## config.mk

```make
export PLATFORM = sky130hd
export DESIGN_NAME = irq_chain_ctrl
export DESIGN_NICKNAME = d
export VERILOG_FILES = /design/src/rtl/irq_chain_pkg.sv /design/src/rtl/irq_src_state.sv /design/src/rtl/irq_prio_resolve.sv /design/src/rtl/irq_vec_mux.sv /design/src/rtl/irq_chain_ctrl.sv
export SDC_FILE = /design/constraint.sdc
export NUM_CORES = 1
export LEC_CHECK = 0
export ABC_AREA = 1
export ABC_CLOCK_PERIOD_IN_PS = 1600
export CORE_MARGIN = 5
export CORE_UTILIZATION = 35
export CTS_CLUSTER_SIZE = 10
export DETAILED_ROUTE_END_ITERATION = 7
export DONT_BUFFER_PORTS = 1
export PLACE_DENSITY = 0.52
export SYNTH_ARGS = -nofsm -noshare
export SYNTH_HDL_FRONTEND = slang
export SYNTH_SLANG_ARGS = --single-unit
```

## constraint.sdc

```tcl
create_clock -name clk -period 1.6 [get_ports clk]
set_input_delay 0.08 -clock clk [delete_from_list [all_inputs] [get_ports clk]]
set_output_delay 0.08 -clock clk [all_outputs]
set_load 0.1 [all_outputs]
```

## src/rtl/irq_chain_pkg.sv

```systemverilog
package irq_chain_pkg;
  localparam int MAX_SRC = 8;
  localparam int CODE_W  = $clog2(MAX_SRC);
  localparam int VEC_W   = 8;

  typedef logic [MAX_SRC-1:0] src_vec_t;

  // isolate the highest-priority (lowest index) set bit
  function automatic src_vec_t lowest_onehot(src_vec_t v);
    return v & (~v + 1'b1);
  endfunction

  // bits strictly above (in priority) the first set bit; all ones if none
  function automatic src_vec_t above_mask(src_vec_t v);
    if (v == '0) return '1;
    return lowest_onehot(v) - 1'b1;
  endfunction

  function automatic logic [CODE_W-1:0] onehot_code(src_vec_t oh);
    logic [CODE_W-1:0] c;
    c = '0;
    for (int i = 0; i < MAX_SRC; i++)
      if (oh[i]) c = CODE_W'(i);
    return c;
  endfunction

  function automatic logic [VEC_W-1:0] mod_vector(logic [VEC_W-1:0] base,
                                                  logic [CODE_W-1:0] code,
                                                  logic en);
    return en ? {base[VEC_W-1:4], code, base[0]} : base;
  endfunction
endpackage

```

## src/rtl/irq_src_state.sv

```systemverilog
module irq_src_state
  import irq_chain_pkg::*;
#(
  parameter int NUM_SRC = 6
) (
  input  logic               clk,
  input  logic               rst_n,
  input  logic [NUM_SRC-1:0] src_req,
  input  logic               win_evt,
  input  logic [NUM_SRC-1:0] win_oh,
  input  logic               svc_done,
  output logic [NUM_SRC-1:0] pending_q,
  output logic [NUM_SRC-1:0] ius_q
);
  logic [NUM_SRC-1:0] ius_top;
  assign ius_top = NUM_SRC'(lowest_onehot(MAX_SRC'(ius_q)));

  for (genvar i = 0; i < NUM_SRC; i++) begin : g_src
    logic take;
    logic retire;
    assign take   = win_evt & win_oh[i];
    assign retire = svc_done & ius_top[i];

    always_ff @(posedge clk or negedge rst_n) begin
      if (!rst_n) begin
        pending_q[i] <= 1'b0;
        ius_q[i]     <= 1'b0;
      end else begin
        pending_q[i] <= (pending_q[i] & ~take) | src_req[i];
        ius_q[i]     <= (ius_q[i] & ~retire) | take;
      end
    end
  end
endmodule

```

## src/rtl/irq_prio_resolve.sv

```systemverilog
module irq_prio_resolve
  import irq_chain_pkg::*;
#(
  parameter int NUM_SRC = 6
) (
  input  logic [NUM_SRC-1:0] pending,
  input  logic [NUM_SRC-1:0] ius,
  input  logic               master_en,
  output logic [NUM_SRC-1:0] elig,
  output logic [NUM_SRC-1:0] win_oh,
  output logic [CODE_W-1:0]  win_code,
  output logic               req_active
);
  logic [NUM_SRC-1:0] mask;
  assign mask       = NUM_SRC'(above_mask(MAX_SRC'(ius)));
  assign elig       = pending & mask;
  assign win_oh     = NUM_SRC'(lowest_onehot(MAX_SRC'(elig)));
  assign win_code   = onehot_code(MAX_SRC'(win_oh));
  assign req_active = master_en & (|elig);
endmodule

```

## src/rtl/irq_vec_mux.sv

```systemverilog
module irq_vec_mux
  import irq_chain_pkg::*;
(
  input  logic [VEC_W-1:0]  base_vec,
  input  logic [CODE_W-1:0] code,
  input  logic              mod_en,
  output logic [VEC_W-1:0]  vec
);
  assign vec = mod_vector(base_vec, code, mod_en);
endmodule

```

## src/rtl/irq_chain_ctrl.sv

```systemverilog
module irq_chain_ctrl
  import irq_chain_pkg::*;
#(
  parameter int NUM_SRC = 6
) (
  input  logic               clk,
  input  logic               rst_n,
  input  logic [NUM_SRC-1:0] src_req,
  input  logic               master_en,
  input  logic               vec_mod_en,
  input  logic [VEC_W-1:0]   base_vec,
  input  logic               svc_done,
  input  logic               chain_in,
  output logic               chain_out,
  input  logic               intack,
  input  logic               rd_n,
  output logic               irq_drive,
  output logic [VEC_W-1:0]   vec_out,
  output logic               vec_oe
);
  logic [NUM_SRC-1:0] pending_q, ius_q, elig, win_oh;
  logic [CODE_W-1:0]  win_code;
  logic               req_active;
  logic               ack_q;
  logic               hold_q;
  logic [VEC_W-1:0]   vec_next, vec_q;
  logic               win_evt;

  irq_src_state #(.NUM_SRC(NUM_SRC)) u_state (
    .clk(clk), .rst_n(rst_n), .src_req(src_req),
    .win_evt(win_evt), .win_oh(win_oh), .svc_done(svc_done),
    .pending_q(pending_q), .ius_q(ius_q)
  );

  irq_prio_resolve #(.NUM_SRC(NUM_SRC)) u_prio (
    .pending(pending_q), .ius(ius_q), .master_en(master_en),
    .elig(elig), .win_oh(win_oh), .win_code(win_code), .req_active(req_active)
  );

  irq_vec_mux u_vec (
    .base_vec(base_vec), .code(win_code), .mod_en(vec_mod_en), .vec(vec_next)
  );

  // named event for the checker: this device takes the acknowledge
  assign win_evt = ack_q & chain_in & req_active & ~rd_n & ~hold_q;

  always_ff @(posedge clk or negedge rst_n) begin
    if (!rst_n) begin
      ack_q  <= 1'b0;
      hold_q <= 1'b0;
      vec_q  <= '0;
    end else begin
      ack_q <= intack;
      if (win_evt) begin
        hold_q <= 1'b1;
        vec_q  <= vec_next;
      end else if (rd_n || !ack_q) begin
        hold_q <= 1'b0;
      end
    end
  end

  assign irq_drive = req_active;
  assign chain_out = chain_in & ~(|ius_q) & ~(ack_q & req_active);
  assign vec_oe    = hold_q;
  assign vec_out   = hold_q ? vec_q : '0;
endmodule

```

==> results.txt, run 1 <==
The fraction of post-synthesis cell area in the top cell type by area came out at 45.5%. The net count of the finished layout is 222, and the number of buffers added on ports is 0. The setup path with the least slack is of type reg2out. After detailed routing, the number of vias per cell comes to 4.67. The leakage power of the design came out at 0.894 nW. The logs give 22 for the number of clock sinks seen by CTS and 0 for the number of design rule violations left after detail routing. STA classifies the critical path startpoint as a flop.

For the final setup violation count, the log shows 19. The final critical delay including setup and external delays came out at 1.87 ns. Measured against its own limit, the worst slew margin works out to 33.3%. The path depth of the worst reg2reg path is 11.

The number of cells on the worst hold path was 4. VDD sags by at most 0.000327 V. The die is 68.8 um wide. Dividing the detail-routed wire length by the instance count gives 12.3 um.

For flop-to-flop paths, the worst setup slack is -0.19 ns. The area overhead of the layout relative to synthesis works out to 47.8%. The post-layout worst setup margin is -0.266 ns, and the fraction of the cycle the final worst path needs is 117%. The tools report the startpoint of the most critical register-to-register path as u_state.ius_q[0]$_DFF_PN0_. The total clock buffers created by CTS is 3.

The height of the die was 68.8 um. After synthesis, flip-flops and latches occupy 45.5% of the total area. The tools report the power after layout as 0.00125 W. The run finished, with violations left. After the flow finishes, the layout carries non-filler instances totaling 246. The combined global-route utilization of all metal layers came out at 13.9%. Ranked by total cell area, the synthesized netlist is headed by sky130_fd_sc_hd__dfrtp_1, sky130_fd_sc_hd__nand2_1, sky130_fd_sc_hd__inv_1, sky130_fd_sc_hd__nor2_1, sky130_fd_sc_hd__nand4_1. The setup skew after layout is 0.00592 ns, and the standard cell area after detailed placement is 1410 sq um.

The highest fanout seen on the critical path was 8; the instance count after placement with tap cells included was 213. The logs give 21 for the number of standard-cell rows in the floorplan and 0.0110 ns for the minimum hold slack. The worst hold path begins at base_vec[3].

The path class of the tightest hold or removal check is in2reg. At the worst endpoint, the arrival time is 1.79 ns. The logs give 0 for the number of max-slew violations in the final report and 2.06 mm for the detailed-placement wirelength estimate.

The floorplan step defined a die boundary enclosing 4730 sq um. The logs give 36.2% for the starting density of the core and 1790 sq um for the area of all placed cells without fillers. The final-report hold violation count is 0, and the post-synthesis instance total is 155. The number of different library cells used by synthesis comes to 23. The detail route stage leaves a number of antenna-violating nets equal to 0. The remaining global-route overflow was 0. The worst setup path is captured at a primary output. Setup repair after global routing could not meet its margin everywhere. TritonCTS built the clock tree.

The highest attainable clock frequency is 536 MHz, and the placer's final routability congestion estimate is 0.820. The fraction of layout cells with a size suffix above 1 is 32.7%, and the via count of the first global-routing pass is 1,140. Of all cell types, the one taking the most synthesized area is sky130_fd_sc_hd__dfrtp_1. Yosys printed 0 warnings. The run gives 3340 sq um as the core region area. Most frequently used flop master after synthesis: sky130_fd_sc_hd__dfrtp_1.

The tools report the iteration count of the initial detailed-routing pass as 6. Max-cap violations in this run came to 0. Counting flops with a built-in enable in the synthesized netlist gives 0. The tools report the I/O pin count as 33.

Summing every instance area after synthesis gives 1210 sq um. The clock passes through at most 2 buffers. Counting every net in the synthesized netlist gives 177. The synthesized design contains 22 register bits. Count of routing violations after the opening detailed-route iteration: 25. A synthesized cell averages 7.80 sq um. Across all layers, the routed design uses 1,148 vias.

The tools report the final wirelength as 3.02 mm. The power per cell area is 700 nW/um^2, and the clock-pin slew of the registers on the worst-case setup and hold paths is 0.12 ns. At the pin with the least slew margin, the transition time is 0.997 ns. STA puts the critical path data required time at 1.52 ns.

The first global-routing pass estimated 4.96 mm of wire. The maximum level of the CTS H-tree was 1; the source-to-sink clock delay at the later pin of the worst-skew pair was 0.31 ns. CTS placed an instance of sky130_fd_sc_hd__clkbuf_4 at the clock tree root. The final reports fail on negative setup slack. The critical register-to-register path endpoint is vec_q[5]$_DFFE_PN0N_.

The path with the worst hold slack has its endpoint at vec_q[3]$_DFFE_PN0N_. Counting flops with an async set or reset pin after synthesis yields a share of 100%. The number of antenna violations at the first check in global routing is 1. Entering global routing, the biggest net connects 23 pins.
layer usage:
metal / part of all wire [%] / GRT usage [%] / vias up
met2: 49 / 23.7 / 30
met5: 0 / 0 / -
li1: - / - / 572
met3: 6.8 / 5.02 / 4
met4: 0.76 / 2.19 / 0
met1: 44 / 17.1 / 542
critical path: stages, from the launching register on:
cell                      delay (ns)
sky130_fd_sc_hd__dfrtp_2        0.46
sky130_fd_sc_hd__nor2_4         0.28
sky130_fd_sc_hd__nand3_2        0.13
sky130_fd_sc_hd__nand3_2        0.13
sky130_fd_sc_hd__nor2_4         0.06
sky130_fd_sc_hd__nor2_8         0.10
sky130_fd_sc_hd__nand2_2        0.06
sky130_fd_sc_hd__nand2_2        0.07
sky130_fd_sc_hd__inv_2          0.04
sky130_fd_sc_hd__buf_12         0.15
layout by cell type, fill, tap and decap left out:
cell                            netlist  layout
sky130_fd_sc_hd__buf_12               0       3
sky130_fd_sc_hd__nor3_2               0       1
sky130_fd_sc_hd__nand3_1              3       3
sky130_fd_sc_hd__inv_2                1       1
sky130_fd_sc_hd__nor3_4               1       1
sky130_fd_sc_hd__diode_2              0       1
sky130_fd_sc_hd__inv_4                0       1
sky130_fd_sc_hd__clkbuf_4             0       3
sky130_fd_sc_hd__a21oi_2              0       1
sky130_fd_sc_hd__nor2_2               0       2
sky130_fd_sc_hd__o21ai_0              5       3
sky130_fd_sc_hd__nor2_1              14      12
sky130_fd_sc_hd__dfrtp_4              0       1
sky130_fd_sc_hd__nand2_2              3       5
sky130_fd_sc_hd__o21ai_2              2       4
sky130_fd_sc_hd__a21oi_1              3       2
sky130_fd_sc_hd__dfrtp_1             22      20
sky130_fd_sc_hd__dfrtp_2              0       1
sky130_fd_sc_hd__inv_1               23      15
sky130_fd_sc_hd__nand3_4              1       2
sky130_fd_sc_hd__nand4_1              6       6
sky130_fd_sc_hd__mux2i_1              1       1
sky130_fd_sc_hd__dlygate4sd3_1        0      17
sky130_fd_sc_hd__clkinvlp_4           0       7
sky130_fd_sc_hd__nor2_4               2       3
sky130_fd_sc_hd__buf_4                0      19
sky130_fd_sc_hd__nand2_1             57      55
sky130_fd_sc_hd__nand3_2              3       3
sky130_fd_sc_hd__or2_2                1       1
sky130_fd_sc_hd__clkbuf_8             0       1
sky130_fd_sc_hd__nor2_8               1       1
sky130_fd_sc_hd__nand4_4              0       2
sky130_fd_sc_hd__buf_6                1       2
how the worst max path moves through the flow:
stage / from / endpoint / slack (ns) / cells past startpoint
6_report: u_state.ius_q[0]$_DFF_PN0_ / chain_out / -0.27 / 9
5_1_grt: u_state.ius_q[0]$_DFF_PN0_ / chain_out / -0.37 / 9
4_1_cts: u_state.ius_q[0]$_DFF_PN0_ / chain_out / -0.28 / 9
3_5_place_dp: u_state.ius_q[0]$_DFF_PN0_ / vec_q[5]$_DFFE_PN0N_ / -0.06 / 9
3_3_place_gp: u_state.ius_q[3]$_DFF_PN0_ / vec_q[5]$_DFFE_PN0N_ / 0.003 / 9
2_1_floorplan: u_state.ius_q[0]$_DFF_PN0_ / chain_out / -0.28 / 8
kinds of logic (layout without fill, tap and decap cells):
group / count (synthesis) / after routing / share of synthesized area [%]
AOI/OAI and AO/OA: 10 / 10 / 4.76
buffers and inverters: 27 / 69 / 9.11
other: 0 / 1 / 0
muxes: 1 / 1 / 0.828
DFF: 22 / 22 / 45.5
and+or+nand+nor: 95 / 97 / 39.8
cell type report:
| cell class | count | area, sq um |
|---|---|---|
| Multi-Input combinational cell | 108 | 621 |
| Sequential cell | 22 | 556 |
| Inverter | 24 | 119 |
| Timing Repair Buffer | 41 | 395 |
| Clock buffer | 4 | 36.3 |
| Antenna cell | 1 | 2.50 |
| Tap cell | 46 | 57.6 |
| Fill cell | 311 | 1550 |
report_power, final:
part	leakage (nW)	internal (W)	switching [W]
clock network	0.0210	0.000139	0.000166
logic	0.613	0.000124	0.000184
registers	0.260	0.000601	0.0000351
total	0.894	0.000865	0.000386
flip-flops by register name, indices dropped and copies added (netlist names):
signal,flops
ack_q,1
u_state.ius_q,6
vec_q,8
vec_oe,1
u_state.pending_q,6
Yosys cell counts, types with 2 or more instances:
library cell,number
sky130_fd_sc_hd__nand2_1,57
sky130_fd_sc_hd__inv_1,23
sky130_fd_sc_hd__dfrtp_1,22
sky130_fd_sc_hd__nor2_1,14
sky130_fd_sc_hd__nand4_1,6
sky130_fd_sc_hd__o21ai_0,5
sky130_fd_sc_hd__a21oi_1,3
sky130_fd_sc_hd__nand2_2,3
sky130_fd_sc_hd__nand3_1,3
sky130_fd_sc_hd__nand3_2,3
sky130_fd_sc_hd__nand4_2,2
sky130_fd_sc_hd__nor2_4,2
sky130_fd_sc_hd__o21ai_2,2
timing repair:
| item | in CTS | in global routing |
|---|---|---|
| buffers inserted | 5 | 4 |
| gates resized for setup | 12 | 9 |
| cloned | 1 | 1 |
| pin swaps | 6 | 11 |
| hold buffers | 17 | 0 |
| endpoints found under the setup margin | 10 | 20 |
| endpoints found under the hold margin | 40 | 0 |
per-stage QoR:
| stage | worst slack, ns | TNS, ns | util, % |
|---|---|---|---|
| finish | -0.266 | -2.89 | 53.5 |
| global route | -0.374 | -5.26 | 53.5 |
| CTS | -0.277 | -1.86 | 51.4 |
| detailed placement | -0.0582 | -0.319 | 42.4 |
| global placement | 0.00297 | 0 | 42.4 |
| floorplan | -0.284 | -2.91 | - |
Note: power is estimated with default switching activity, not from simulation.
==> inputs of run 2 (changes only) <==
ABC_CLOCK_PERIOD_IN_PS = 1540   (was 1600)
PLACE_DENSITY = 0.54   (was 0.52)
clock period = 1.54 ns   (was 1.6 ns; I/O delays follow)
==> run 2 against run 1 <==
- the run still ends with negative setup slack left
- sequential power increased by 3.1%
- critical endpoint unchanged
- cell count rose by 1.6%
- utilization up 1.6 points
- clock skew rose by 0.0026 ns
- setup slack worse by 0.16 ns
- sequential share of layout area fell by 0.96 points
- critical path depth grew 1
- clock power shrank 10%
- wire length rose by 6.5%
- worst hold slack better by 0.0081 ns
- power is 1.6% higher
- cell area increased by 2.9%
==> results.txt, run 2 (synthesis gave the netlist of run 1 again) <==
For the full die area, the log shows 4730 sq um. The tools report the kind of capture point of the worst setup path as a primary output. Detailed placement ended at an HPWL of 2.12 mm. From left edge to right edge, the die measures 68.8 um.

Counting along the longest clock path gives a buffer depth of 2. IR analysis of the VDD net gives a maximum drop of 0.000526 V. The most critical setup path has its startpoint at u_state.ius_q[0]$_DFF_PN0_. Number of antenna violations at the first check in global routing: 0.

Setup repair after global routing could not meet its margin everywhere. TritonCTS built the clock tree. The number of max-capacitance violations reported was 0. The average via count per standard cell works out to 4.57. The family with the most delay on the worst path is simple AND/OR/NAND/NOR gates. The register with the most flip-flops is vec_q.

The tools report the number of max-slew violations in the final report as 0. The switching power as a share of total power is 31.8%, and the via count of the routed design is 1,142. The final critical delay including setup and external delays is 1.97 ns, and the instance count on the critical path is 10. The largest net degree at the start of global routing was 23.

Port buffering added 0 buffers. The checks that failed: negative setup slack. The run gives 222 as the instance count after placement with tap cells included. For this design the total switching power over the nets is 0.000403 W.

Combined global-route utilization of all metal layers: 14.5%. The largest stage delay on the critical path is 0.44 ns. Power spread over the standard cell area amounts to 691 nW/um^2. In this run the count of I/O pins placed on the die edge is 33.

Busiest layer in global routing: met2. Setup violations remaining at the end of the flow were counted as 23. In the final design database the tool counted 227 nets.

The post-layout worst setup margin was -0.431 ns. Summed over all cells, the static leakage comes to 0.921 nW. For this design, the sink count on the clock tree is 22. The signal on the critical path passes through nor2_4 > nand3_2 > nand3_4 > nor2_4 > nor2_8 > buf_6 > nand2_2 > nand2_2 > inv_2 > buf_12.

Type of the worst min-delay path: in2reg. Critical register-to-register path endpoint: vec_q[6]$_DFFE_PN0N_. The fraction of layout cells with a size suffix above 1 is 34.8%.

Counting the fill cells in the layout gives 321. The number of antenna-violating nets in the routed design is 0. The global-route wire length before repair is 5.20 mm, and the iteration count of the initial detailed-routing pass is 7.

The setup skew after layout was 0.00850 ns. For the part of the power in registers, the log shows 51.7%. The root buffer cell chosen for the clock tree is sky130_fd_sc_hd__clkbuf_4. For met2 alone, demand over resource in global routing was 24.6%.

For this configuration, the core starts out at a cell density of 36.2%. Combinational cells account for 26.7% of the total power. The count of cells in the finished layout, fillers not included, comes to 250. The tools report the remaining global-route overflow as 0.

For this run, the top clock speed supported by timing is 507 MHz. Routability-driven placement finished with a final weighted congestion of 0.845. The via count of the first global-routing pass came out at 1,155. Dividing the detail-routed wire length by the instance count gives 12.8 um. In this run the register-to-register setup slack is -0.25 ns. The core region is 3340 sq um. The number of flip-flops in the largest register is 8. Per report_power, the clock group accounts for 21.5% of the total. The area overhead of the layout relative to synthesis works out to 52.2%. For the cell-internal power, the log shows 0.000867 W. After detailed routing, the number of remaining DRC violations is 0. Maximum level of the CTS H-tree: 1.

Of the available clock period, the critical path in the final layout requires 128%. Wires add up to 3.21 mm. The setup path with the least slack is of type reg2out. The largest registers in the layout are vec_q x8, u_state.ius_q x6, u_state.pending_q x6. The worst setup path is launched from a flop. The number of standard-cell rows in the floorplan is 21, and the met3 routing resource usage after global routing is 2.92%.

The slew at the pin closest to its max-slew limit was 0.991 ns; the height of the die was 68.8 um. Following the worst setup path forward leads to its endpoint at chain_out. The count of routing violations after the opening detailed-route iteration was 66. The top cell types in the final layout, fill and taps aside, are sky130_fd_sc_hd__nand2_1, sky130_fd_sc_hd__dfrtp_1, sky130_fd_sc_hd__buf_4, sky130_fd_sc_hd__dlygate4sd3_1, sky130_fd_sc_hd__inv_1.

The final-report hold violation count came out at 0. The slowest library cell on the worst path is sky130_fd_sc_hd__dfrtp_1. STA puts the critical path data arrival time at 1.89 ns. The logs give 19.4% for the global routing met1 resource utilization and 1.46 ns for the required time reported for the critical path endpoint. In this run the critical register-to-register path is launched from u_state.ius_q[0]$_DFF_PN0_.

The highest fanout seen on the critical path is 7, and the count of inserted antenna diode cells is 0. For the source-to-sink clock delay at the later pin of the worst-skew pair, the log shows 0.31 ns. Measured against its own limit, the worst slew margin works out to 33.7%. The clock-pin slew of the registers on the worst-case setup and hold paths is 0.12 ns, and the number of buffers and inverters on the critical path is 3.

Most common cell after layout, fill and taps aside: sky130_fd_sc_hd__nand2_1. The total clock buffers created by CTS was 3; the power after layout was 0.00127 W. Path depth of the worst reg2reg path: 10.

The flow ran to the end, but the final reports show violations.
run 2: cell types whose count changed in the layout (fill, tap and decap cells not counted), moves of 2 or more:
cell                      previous run  this run
sky130_fd_sc_hd__buf_6               2         8
sky130_fd_sc_hd__nand2_1            55        53
sky130_fd_sc_hd__nand2_2             5         7
sky130_fd_sc_hd__nor2_1             12        10
sky130_fd_sc_hd__o21ai_2             4         2
run 2: how the worst min path moves through the flow:
stage	cells after the start	endpoint	startpoint	slack, ns
after detailed placement	0	u_state.pending_q[5]$_DFF_PN0_	rst_n	-0.22
after floorplan	0	ack_q$_DFF_PN0_	rst_n	-0.22
final	4	vec_q[3]$_DFFE_PN0N_	base_vec[3]	0.02
after global placement	0	u_state.ius_q[3]$_DFF_PN0_	rst_n	-0.22
after CTS	4	vec_q[3]$_DFFE_PN0N_	base_vec[3]	0.007
after global routing	4	vec_q[3]$_DFFE_PN0N_	base_vec[3]	0.01
run 2: area by class of cell:
class	instances	area [sq um]	area share (%)
inverter	24	119	6.46
multi-input combinational	106	612	33.3
tap	46	57.6	3.13
sequential	22	554	30.1
clock buffer	4	26.3	1.43
timing repair buffer	48	470	25.6
run 2: what timing repair did:
action / 4_1_cts / 5_1_grt
endpoints found under the hold margin: 40 / 0
setup endpoints to repair: 15 / 30
hold buffers: 17 / 0
gates resized for setup: 17 / 12
setup buffers: 7 / 4
pin swaps: 9 / 14
run 2: metal layers:
layer | vias up | routed length [um]
met5 | - | 0
met3 | 4 | 135
li1 | 574 | -
met2 | 24 | 1650
met4 | 0 | 23
met1 | 540 | 1410
run 2: worst reg2reg max path: cells and delay by family (launching register included):
kind	cells	cell delay [ns]
buffers and inverters	2	0.28
flip-flops	1	0.44
AND/OR/NAND/NOR	8	1.03
run 2: stage by stage:
step	util, %	TNS (ns)	hold WS (ns)	worst slack, ns	cell area [sq um]
6_report	55.1	-4.28	0.0191	-0.431	1840
5_1_grt	55.1	-6.74	0.0130	-0.539	1840
4_1_cts	53.7	-3.68	0.00733	-0.382	1790
3_5_place_dp	44.4	-0.582	-0.218	-0.0833	1480
3_3_place_gp	44.4	-0.373	-0.218	-0.0431	1480
2_1_floorplan	-	-4.28	-0.219	-0.341	1240
run 2: power groups by stage:
stage	sequential (W)	clock, W	combinational (W)
detailed placement	0.000666	0	0.000253
global route	0.000665	0.000325	0.000370
floorplan	0.000665	0	0.000184
CTS	0.000655	0.000292	0.000330
finish	0.000657	0.000274	0.000339
global placement	0.000664	0	0.000250
